--- config.mk ---
export PLATFORM = sky130hd
export DESIGN_NAME = flash_erase_ctrl
export DESIGN_NICKNAME = d
export VERILOG_FILES = /design/src/rtl/fe_pkg.sv /design/src/rtl/fe_sync.sv /design/src/rtl/fe_frame.sv /design/src/rtl/fe_ctrl.sv /design/src/rtl/flash_erase_ctrl.sv
export SDC_FILE = /design/constraint.sdc
export NUM_CORES = 1
export LEC_CHECK = 0
export BUFFER_PORTS_ARGS = -buffer_cell sky130_fd_sc_hd__buf_2
export CELL_PAD_IN_SITES_DETAIL_PLACEMENT = 1
export CELL_PAD_IN_SITES_GLOBAL_PLACEMENT = 1
export CORE_MARGIN = 2
export CORE_UTILIZATION = 29
export CTS_CLUSTER_DIAMETER = 60
export DETAILED_ROUTE_END_ITERATION = 10
export GPL_TIMING_DRIVEN = 0
export HOLD_SLACK_MARGIN = 0.12
export PLACE_DENSITY_LB_ADDON = 0.2
export SYNTH_ARGS = -nofsm -noshare
export SYNTH_HDL_FRONTEND = slang
export SYNTH_SLANG_ARGS = --single-unit
--- constraint.sdc ---
create_clock -name clk -period 2.45 [get_ports clk]
set_clock_uncertainty 0.05 [all_clocks]
set_input_delay 0.3675 -clock clk [delete_from_list [all_inputs] [get_ports clk]]
set_output_delay 0.3675 -clock clk [all_outputs]
set_load 0.01 [all_outputs]
--- src/rtl/fe_pkg.sv ---
`timescale 1ns/1ps
// Shared constants for the erase command front end: opcode values and the
// length of the opcode field. Assumes byte-wide opcodes sent MSB first.
package fe_pkg;
    localparam int OP_BITS = 8;
    localparam logic [OP_BITS-1:0] OP_WREN  = 8'h06;
    localparam logic [OP_BITS-1:0] OP_BULK  = 8'hC7;
    localparam logic [OP_BITS-1:0] OP_SECT  = 8'hD8;
endpackage

--- src/rtl/fe_sync.sv ---
`timescale 1ns/1ps
// Multi-stage synchronizer for a bundle of asynchronous inputs.
// Assumes each bit is independent (no multi-bit coherence needed) and that
// the pin rates are well below clk so no edge is lost.
module fe_sync #(
    parameter int              W       = 3,
    parameter int              STAGES  = 2,
    parameter logic [W-1:0]    RST_VAL = '0
) (
    input  logic         clk,
    input  logic         rst_n,
    input  logic [W-1:0] d,
    output logic [W-1:0] q
);
    logic [W-1:0] stg [STAGES];

    genvar g;
    generate
        for (g = 0; g < STAGES; g++) begin : g_stage
            // Each stage copies the previous one; stage 0 samples the pins.
            always_ff @(posedge clk) begin
                if (!rst_n)      stg[g] <= RST_VAL;
                else if (g == 0) stg[g] <= d;
                else             stg[g] <= stg[(g == 0) ? 0 : g-1];
            end
        end
    endgenerate

    assign q = stg[STAGES-1];
endmodule

--- src/rtl/fe_frame.sv ---
`timescale 1ns/1ps
// Frame capture: counts serial clock rising edges while select is low,
// latches the opcode on the 8th bit and keeps the last ADDR_W bits as the
// address. The count saturates one past the full frame, so oversized frames
// stay distinguishable. Inputs are already synchronized to clk.
module fe_frame
    import fe_pkg::*;
#(
    parameter int ADDR_W   = 24,
    parameter int SECTOR_W = 16,
    localparam int FRAME   = OP_BITS + ADDR_W,
    localparam int CNT_MAX = FRAME + 1,
    localparam int CNT_W   = $clog2(CNT_MAX + 1),
    localparam int SEC_W   = ADDR_W - SECTOR_W
) (
    input  logic               clk,
    input  logic               rst_n,
    input  logic               sck_s,
    input  logic               cs_s,
    input  logic               mosi_s,
    output logic               cs_rise,
    output logic [CNT_W-1:0]   cnt,
    output logic [OP_BITS-1:0] op,
    output logic [SEC_W-1:0]   sector
);
    logic              sck_q, cs_q;
    logic [ADDR_W-1:0] shreg;
    logic              sck_rise;

    assign sck_rise = sck_s & ~sck_q;
    assign cs_rise  = cs_s & ~cs_q;
    assign sector   = shreg[ADDR_W-1:SECTOR_W];

    // Edge history, bit counter, opcode latch and address shifter.
    always_ff @(posedge clk) begin
        if (!rst_n) begin
            sck_q <= 1'b0;
            cs_q  <= 1'b1;
            cnt   <= '0;
            op    <= '0;
            shreg <= '0;
        end else begin
            sck_q <= sck_s;
            cs_q  <= cs_s;
            if (cs_s) begin
                cnt <= '0;
                op  <= '0;
            end else if (sck_rise) begin
                if (cnt != CNT_W'(CNT_MAX)) cnt <= cnt + 1'b1;
                if (cnt < CNT_W'(FRAME))    shreg <= {shreg[ADDR_W-2:0], mosi_s};
                if (cnt == CNT_W'(OP_BITS-1)) op <= {shreg[OP_BITS-2:0], mosi_s};
            end
        end
    end
endmodule

--- src/rtl/fe_ctrl.sv ---
`timescale 1ns/1ps
// Command decision and status: on the select rising edge, checks opcode,
// exact bit count, the write-enable latch and protection, then launches an
// erase, flags a failure, or leaves status untouched. Holds busy until the
// array reports completion.
module fe_ctrl
    import fe_pkg::*;
#(
    parameter int ADDR_W   = 24,
    parameter int SECTOR_W = 16,
    localparam int FRAME   = OP_BITS + ADDR_W,
    localparam int CNT_W   = $clog2(FRAME + 2),
    localparam int SEC_W   = ADDR_W - SECTOR_W,
    localparam int NSEC    = 1 << SEC_W
) (
    input  logic               clk,
    input  logic               rst_n,
    input  logic               cs_rise,
    input  logic [CNT_W-1:0]   cnt,
    input  logic [OP_BITS-1:0] op,
    input  logic [SEC_W-1:0]   sector,
    input  logic [NSEC-1:0]    prot,
    input  logic               erase_done,
    output logic               erase_req,
    output logic               erase_bulk,
    output logic [SEC_W-1:0]   erase_sector,
    output logic               wel,
    output logic               efail,
    output logic               busy
);
    logic is_wren, is_bulk, is_sect;

    assign is_wren = (op == OP_WREN) && (cnt == CNT_W'(OP_BITS));
    assign is_bulk = (op == OP_BULK) && (cnt == CNT_W'(OP_BITS)) && wel;
    assign is_sect = (op == OP_SECT) && (cnt == CNT_W'(FRAME)) && wel;

    // Status latch updates and erase launch on a completed frame.
    always_ff @(posedge clk) begin
        if (!rst_n) begin
            erase_req    <= 1'b0;
            erase_bulk   <= 1'b0;
            erase_sector <= '0;
            wel          <= 1'b0;
            efail        <= 1'b0;
            busy         <= 1'b0;
        end else begin
            erase_req <= 1'b0;
            if (busy) begin
                if (erase_done) begin
                    busy <= 1'b0;
                    wel  <= 1'b0;
                end
            end else if (cs_rise) begin
                if (is_wren) begin
                    wel <= 1'b1;
                end else if (is_bulk) begin
                    if (|prot) begin
                        efail <= 1'b1;
                        wel   <= 1'b0;
                    end else begin
                        erase_req    <= 1'b1;
                        erase_bulk   <= 1'b1;
                        erase_sector <= '0;
                        busy         <= 1'b1;
                    end
                end else if (is_sect) begin
                    if (prot[sector]) begin
                        efail <= 1'b1;
                        wel   <= 1'b0;
                    end else begin
                        erase_req    <= 1'b1;
                        erase_bulk   <= 1'b0;
                        erase_sector <= sector;
                        busy         <= 1'b1;
                    end
                end
            end
        end
    end
endmodule

--- src/rtl/flash_erase_ctrl.sv ---
`timescale 1ns/1ps
// Top of the erase command front end. Synchronizes the serial pins, frames
// the command and decides the erase outcome. Assumes prot is stable while a
// frame completes and that erase_done is a clk-synchronous pulse.
module flash_erase_ctrl
    import fe_pkg::*;
#(
    parameter int ADDR_W      = 24,
    parameter int SECTOR_W    = 16,
    parameter int SYNC_STAGES = 2,
    localparam int SEC_W      = ADDR_W - SECTOR_W,
    localparam int NSEC       = 1 << SEC_W,
    localparam int CNT_W      = $clog2(OP_BITS + ADDR_W + 2)
) (
    input  logic             clk,
    input  logic             rst_n,
    input  logic             sck,
    input  logic             cs_n,
    input  logic             mosi,
    input  logic [NSEC-1:0]  prot,
    input  logic             erase_done,
    output logic             erase_req,
    output logic             erase_bulk,
    output logic [SEC_W-1:0] erase_sector,
    output logic             wel,
    output logic             efail,
    output logic             busy
);
    logic [2:0]         pins_s;
    logic               cs_rise;
    logic [CNT_W-1:0]   cnt;
    logic [OP_BITS-1:0] op;
    logic [SEC_W-1:0]   sector;

    fe_sync #(.W(3), .STAGES(SYNC_STAGES), .RST_VAL(3'b010)) u_sync (
        .clk(clk), .rst_n(rst_n), .d({sck, cs_n, mosi}), .q(pins_s)
    );

    fe_frame #(.ADDR_W(ADDR_W), .SECTOR_W(SECTOR_W)) u_frame (
        .clk(clk), .rst_n(rst_n),
        .sck_s(pins_s[2]), .cs_s(pins_s[1]), .mosi_s(pins_s[0]),
        .cs_rise(cs_rise), .cnt(cnt), .op(op), .sector(sector)
    );

    fe_ctrl #(.ADDR_W(ADDR_W), .SECTOR_W(SECTOR_W)) u_ctrl (
        .clk(clk), .rst_n(rst_n), .cs_rise(cs_rise), .cnt(cnt), .op(op),
        .sector(sector), .prot(prot), .erase_done(erase_done),
        .erase_req(erase_req), .erase_bulk(erase_bulk),
        .erase_sector(erase_sector), .wel(wel), .efail(efail), .busy(busy)
    );
endmodule

==> key figures <==
Global routing
  – Met2 usage: 0.469
  – First-pass GRT wire length: roughly 38000 um
  – Number of global-route vias before repair: roughly 7.1k
  – Layer with the highest usage: met2
  – Met1 Track Usage GR: 0.317
  – Initial antenna violation count: 1
  – Largest net degree at the start of global routing: 11
  – Total track usage: 0.264
  – Remaining Overflow, GRT: 0
  – Met3 Usage GRT: 0.0438

Drt
  – Initial DRC count: 391
  – DR WL/cell: 23.3 um
  – Via count: 6507
  – DRT antenna net count: 0
  – Total wire length: 25800 um
  – Via density: ~5.9
  – First-pass DRT Iterations: 5
  – DRC Markers: 0

Run status
  – Failing checks: negative setup slack
  – Status: finished with violations

Yosys
  – Yosys reg bits: 59
  – Post-synth EDFFs: 0
  – Syn. warnings: 0
  – Fraction of registers with async set/reset: 0
  – Post-Syn Instances: ~580
  – Mapped Area: approximately 0.0052 mm2
  – Mapped Nets: approximately 840
  – Sequential area share after synthesis: 0.229
  – Yosys cell types: 50
  – Mean Syn Cell Area: between 8 and 9 um2
  – Predominant post-synthesis flop cell: dfxtp_1

Clocking
  – CTS Hold Bufs: 0
  – Clk slew on worst S/H paths: approximately 0.05 ns
  – H-tree Lvls: 3
  – CTS Buffer Depth: 2
  – TritonCTS Buffers: 9
  – Clock latency on the worst-skew pair: between 0.3 and 0.4 ns
  – CTS tree: done
  – Clock sink count: 59
  – Root Driver: clkbuf_16

Power and ir drop
  – PD cells: 353 mW/mm2
  – Worst vdd ir: ~0.45 mV
  – Logic pwr share: 0.189
  – Sequential share of power: 0.362
  – Switching share of total power: 0.255
  – Clock power share: 0.448
  – Internal power: 1990 uW
  – P_sw: roughly 700 uW
  – Leakage power: ~0.0028 uW

Placement
  – Final HPWL DP: 21200 um
  – Pre-CTS WS: -1.09 ns
  – Buffers on Ports: around 270
  – GP Congestion: a little over 0.9

Timing
  – Slew headroom: 0.521
  – Final setup margin: -0.543 ns
  – Setup TNS: -6.64 ns
  – F_max: between 300 and 400 MHz
  – Final Critical Period: between 2 and 3 ns
  – Worst-Margin Slew: 0.718 ns
  – Setup Viol. Count Final: 13
  – Endpoints failing hold: 0
  – RSZ-0062 raised after global routing: yes
  – Final Cycle Share: 1.22
  – Max Slew Vio Count: 0

Critical path
  – Critical path, cell by cell: buf_12, buf_4, mux4_2, nand2_1, a311oi_2, a2111o_1, a311o_1, o31a_1, a21oi_2, buf_6, mux2i_1
  – Worst setup EP type: flip-flop
  – Critical-path maximum fanout: 9
  – Slowest stage delay, CP: 0.53 ns
  – CP Buf/Inv Count: 3
  – Kind of cell adding the most delay to the critical path: compound AO/OA/AOI/OAI gates
  – Critical Path AT: 3.19 ns
  – Worst Setup Start Kind: flip-flop
  – Crit Path Category: reg -> reg
  – CP max-delay cell: mux4_2
  – Req. time, crit path: between 2 and 3 ns

Die
  – Die X-Extent: 137 um
  – Starting Density: 0.297
  – Core Area: about 0.017 mm2
  – I/O pin cnt: about 280
  – Die ar.: between 0.015 and 0.02 mm2
  – Cell Rows: 48
  – Die Y: 137 um

Finish
  – Layout cells sized above 1: 0.455
  – Layout Utilization: 0.436
  – FILL cells: between 2k and 2.5k
  – Multi-input logic area: 0.00391 mm2
  – Sequential Area: about 0.0012 mm2
  – Nets: roughly 1.1k
  – Synth-to-Final Area Change: 46.8%

Min path
  – HP Class: in -> reg

Flow run
  – Max-cap violations: 0
==> layout by cell type (no fill, tap or decap), types with 4 or more instances in the layout <==
master,instances
clkbuf_16,11
nor3_1,7
dfxtp_1,57
clkinv_2,4
buf_4,13
clkbuf_1,17
and2_1,6
nand3_1,17
buf_2,275
buf_6,6
nand4_1,28
nand2_1,79
a21oi_1,31
inv_1,4
nor2_1,22
nor4b_1,4
mux2i_1,54
nor4_1,78
nand2b_1,5
mux2i_2,5
nor2b_1,8
buf_12,9
mux4_2,46
a22oi_1,21
==> sequential cells by signal, indices dropped and copies added (netlist names) <==
register and flops:
u_frame.sck_q 1, u_frame.op 8, u_ctrl.wel 1, u_ctrl.busy 1, u_frame.shreg 24, u_frame.cnt 6, u_frame.cs_q 1, u_ctrl.efail 1
u_ctrl.erase_bulk 1, u_ctrl.erase_req 1, u_sync.stg 6, u_ctrl.erase_sector 8
==> power groups by stage <==
stage | Sequential [uW] | Clock (uW) | Combinational, uW
floorplan | 987 | 0 | 142
global placement | 988 | 0 | 473
detailed placement | 989 | 0 | 481
CTS | 968 | 1220 | 491
global route | 968 | 1260 | 540
finish | 969 | 1200 | 506
==> cells in the mapped netlist, types with 2 or more instances <==
cell type	instances	share of area
a211oi_1	3	0.0044
a21oi_1	31	0.030
a22o_1	2	0.0034
a22oi_1	24	0.035
a311oi_1	5	0.0085
a31oi_1	3	0.0036
and2_1	7	0.0085
and4_1	3	0.0051
buf_2	10	0.0097
buf_4	6	0.0087
buf_6	2	0.0044
clkbuf_1	21	0.015
dfxtp_1	59	0.23
ha_1	3	0.0073
inv_1	4	0.0029
mux2i_1	60	0.12
mux4_2	46	0.20
nand2_1	79	0.057
nand2b_1	5	0.0061
nand3_1	17	0.016
nand4_1	28	0.034
nor2_1	25	0.018
nor2b_1	11	0.013
nor3_1	7	0.0068
nor3b_1	3	0.0044
nor4_1	80	0.097
nor4b_1	4	0.0068
o211ai_1	2	0.0029
o21a_1	2	0.0029
o31a_1	2	0.0034
o31ai_1	2	0.0029
or3_1	2	0.0024
or4_1	2	0.0029
xor2_1	3	0.0051
==> metrics by stage <==
step | cell area [um2] | power (uW) | cells | hold WS, ns
after CTS | 7280 | 2680 | 1094 | 0.183
after detailed placement | 6810 | 1470 | 1077 | 0.348
after floorplan | 5160 | 1130 | 579 | 0.336
after global routing | 7570 | 2770 | 1108 | 0.177
final | 7570 | 2670 | 1108 | 0.186
after global placement | 6810 | 1460 | 1077 | 0.347
==> cell type report <==
type                            count  share of cell area
Antenna cell                        1            0.000330
Buffer                             39              0.0444
Clock buffer                        9              0.0297
Clock inverter                      6             0.00760
Inverter                            5             0.00248
Multi-Input combinational cell    475               0.517
Sequential cell                    59               0.156
Tap cell                          225              0.0372
Timing Repair Buffer              289               0.205
==> final timing paths <==
kind | from | end | slack, ns | cells past startpoint
setup / recovery | u_frame.shreg[18] | u_ctrl.erase_sector[0] | -0.54 | 11
hold / removal | cs_n | u_sync.stg[0][1] | 0.19 | 2
setup reg to reg | u_frame.shreg[18] | u_ctrl.erase_sector[0] | -0.54 | 11
hold reg to reg | u_sync.stg[0][1] | u_sync.stg[1][1] | 0.35 | 1
==> metal layers <==
metal  share of wire  up-vias
met5               0        -
met4           0.028        0
met3           0.059       47
met2            0.52      293
met1            0.39     3226
li1                -     2941
==> kinds of logic after synthesis <==
| logic type | count (synthesis) | share of synthesized area |
|---|---|---|
| DFF | 59 | 0.229 |
| and+or+nand+nor | 278 | 0.287 |
| muxes | 107 | 0.319 |
| adders and majority gates | 3 | 0.00728 |
| buffers and inverters | 45 | 0.0424 |
| AOI/OAI and AO/OA | 83 | 0.108 |
| xor gates and xnor gates | 4 | 0.00679 |
==> what timing repair did <==
action,4_1_cts,5_1_grt
pin swaps,2,18
gates resized for setup,39,39
buffers inserted,3,12
setup endpoints to repair,13,13
gates cloned,0,2
Note: power is estimated with default switching activity, not from simulation.
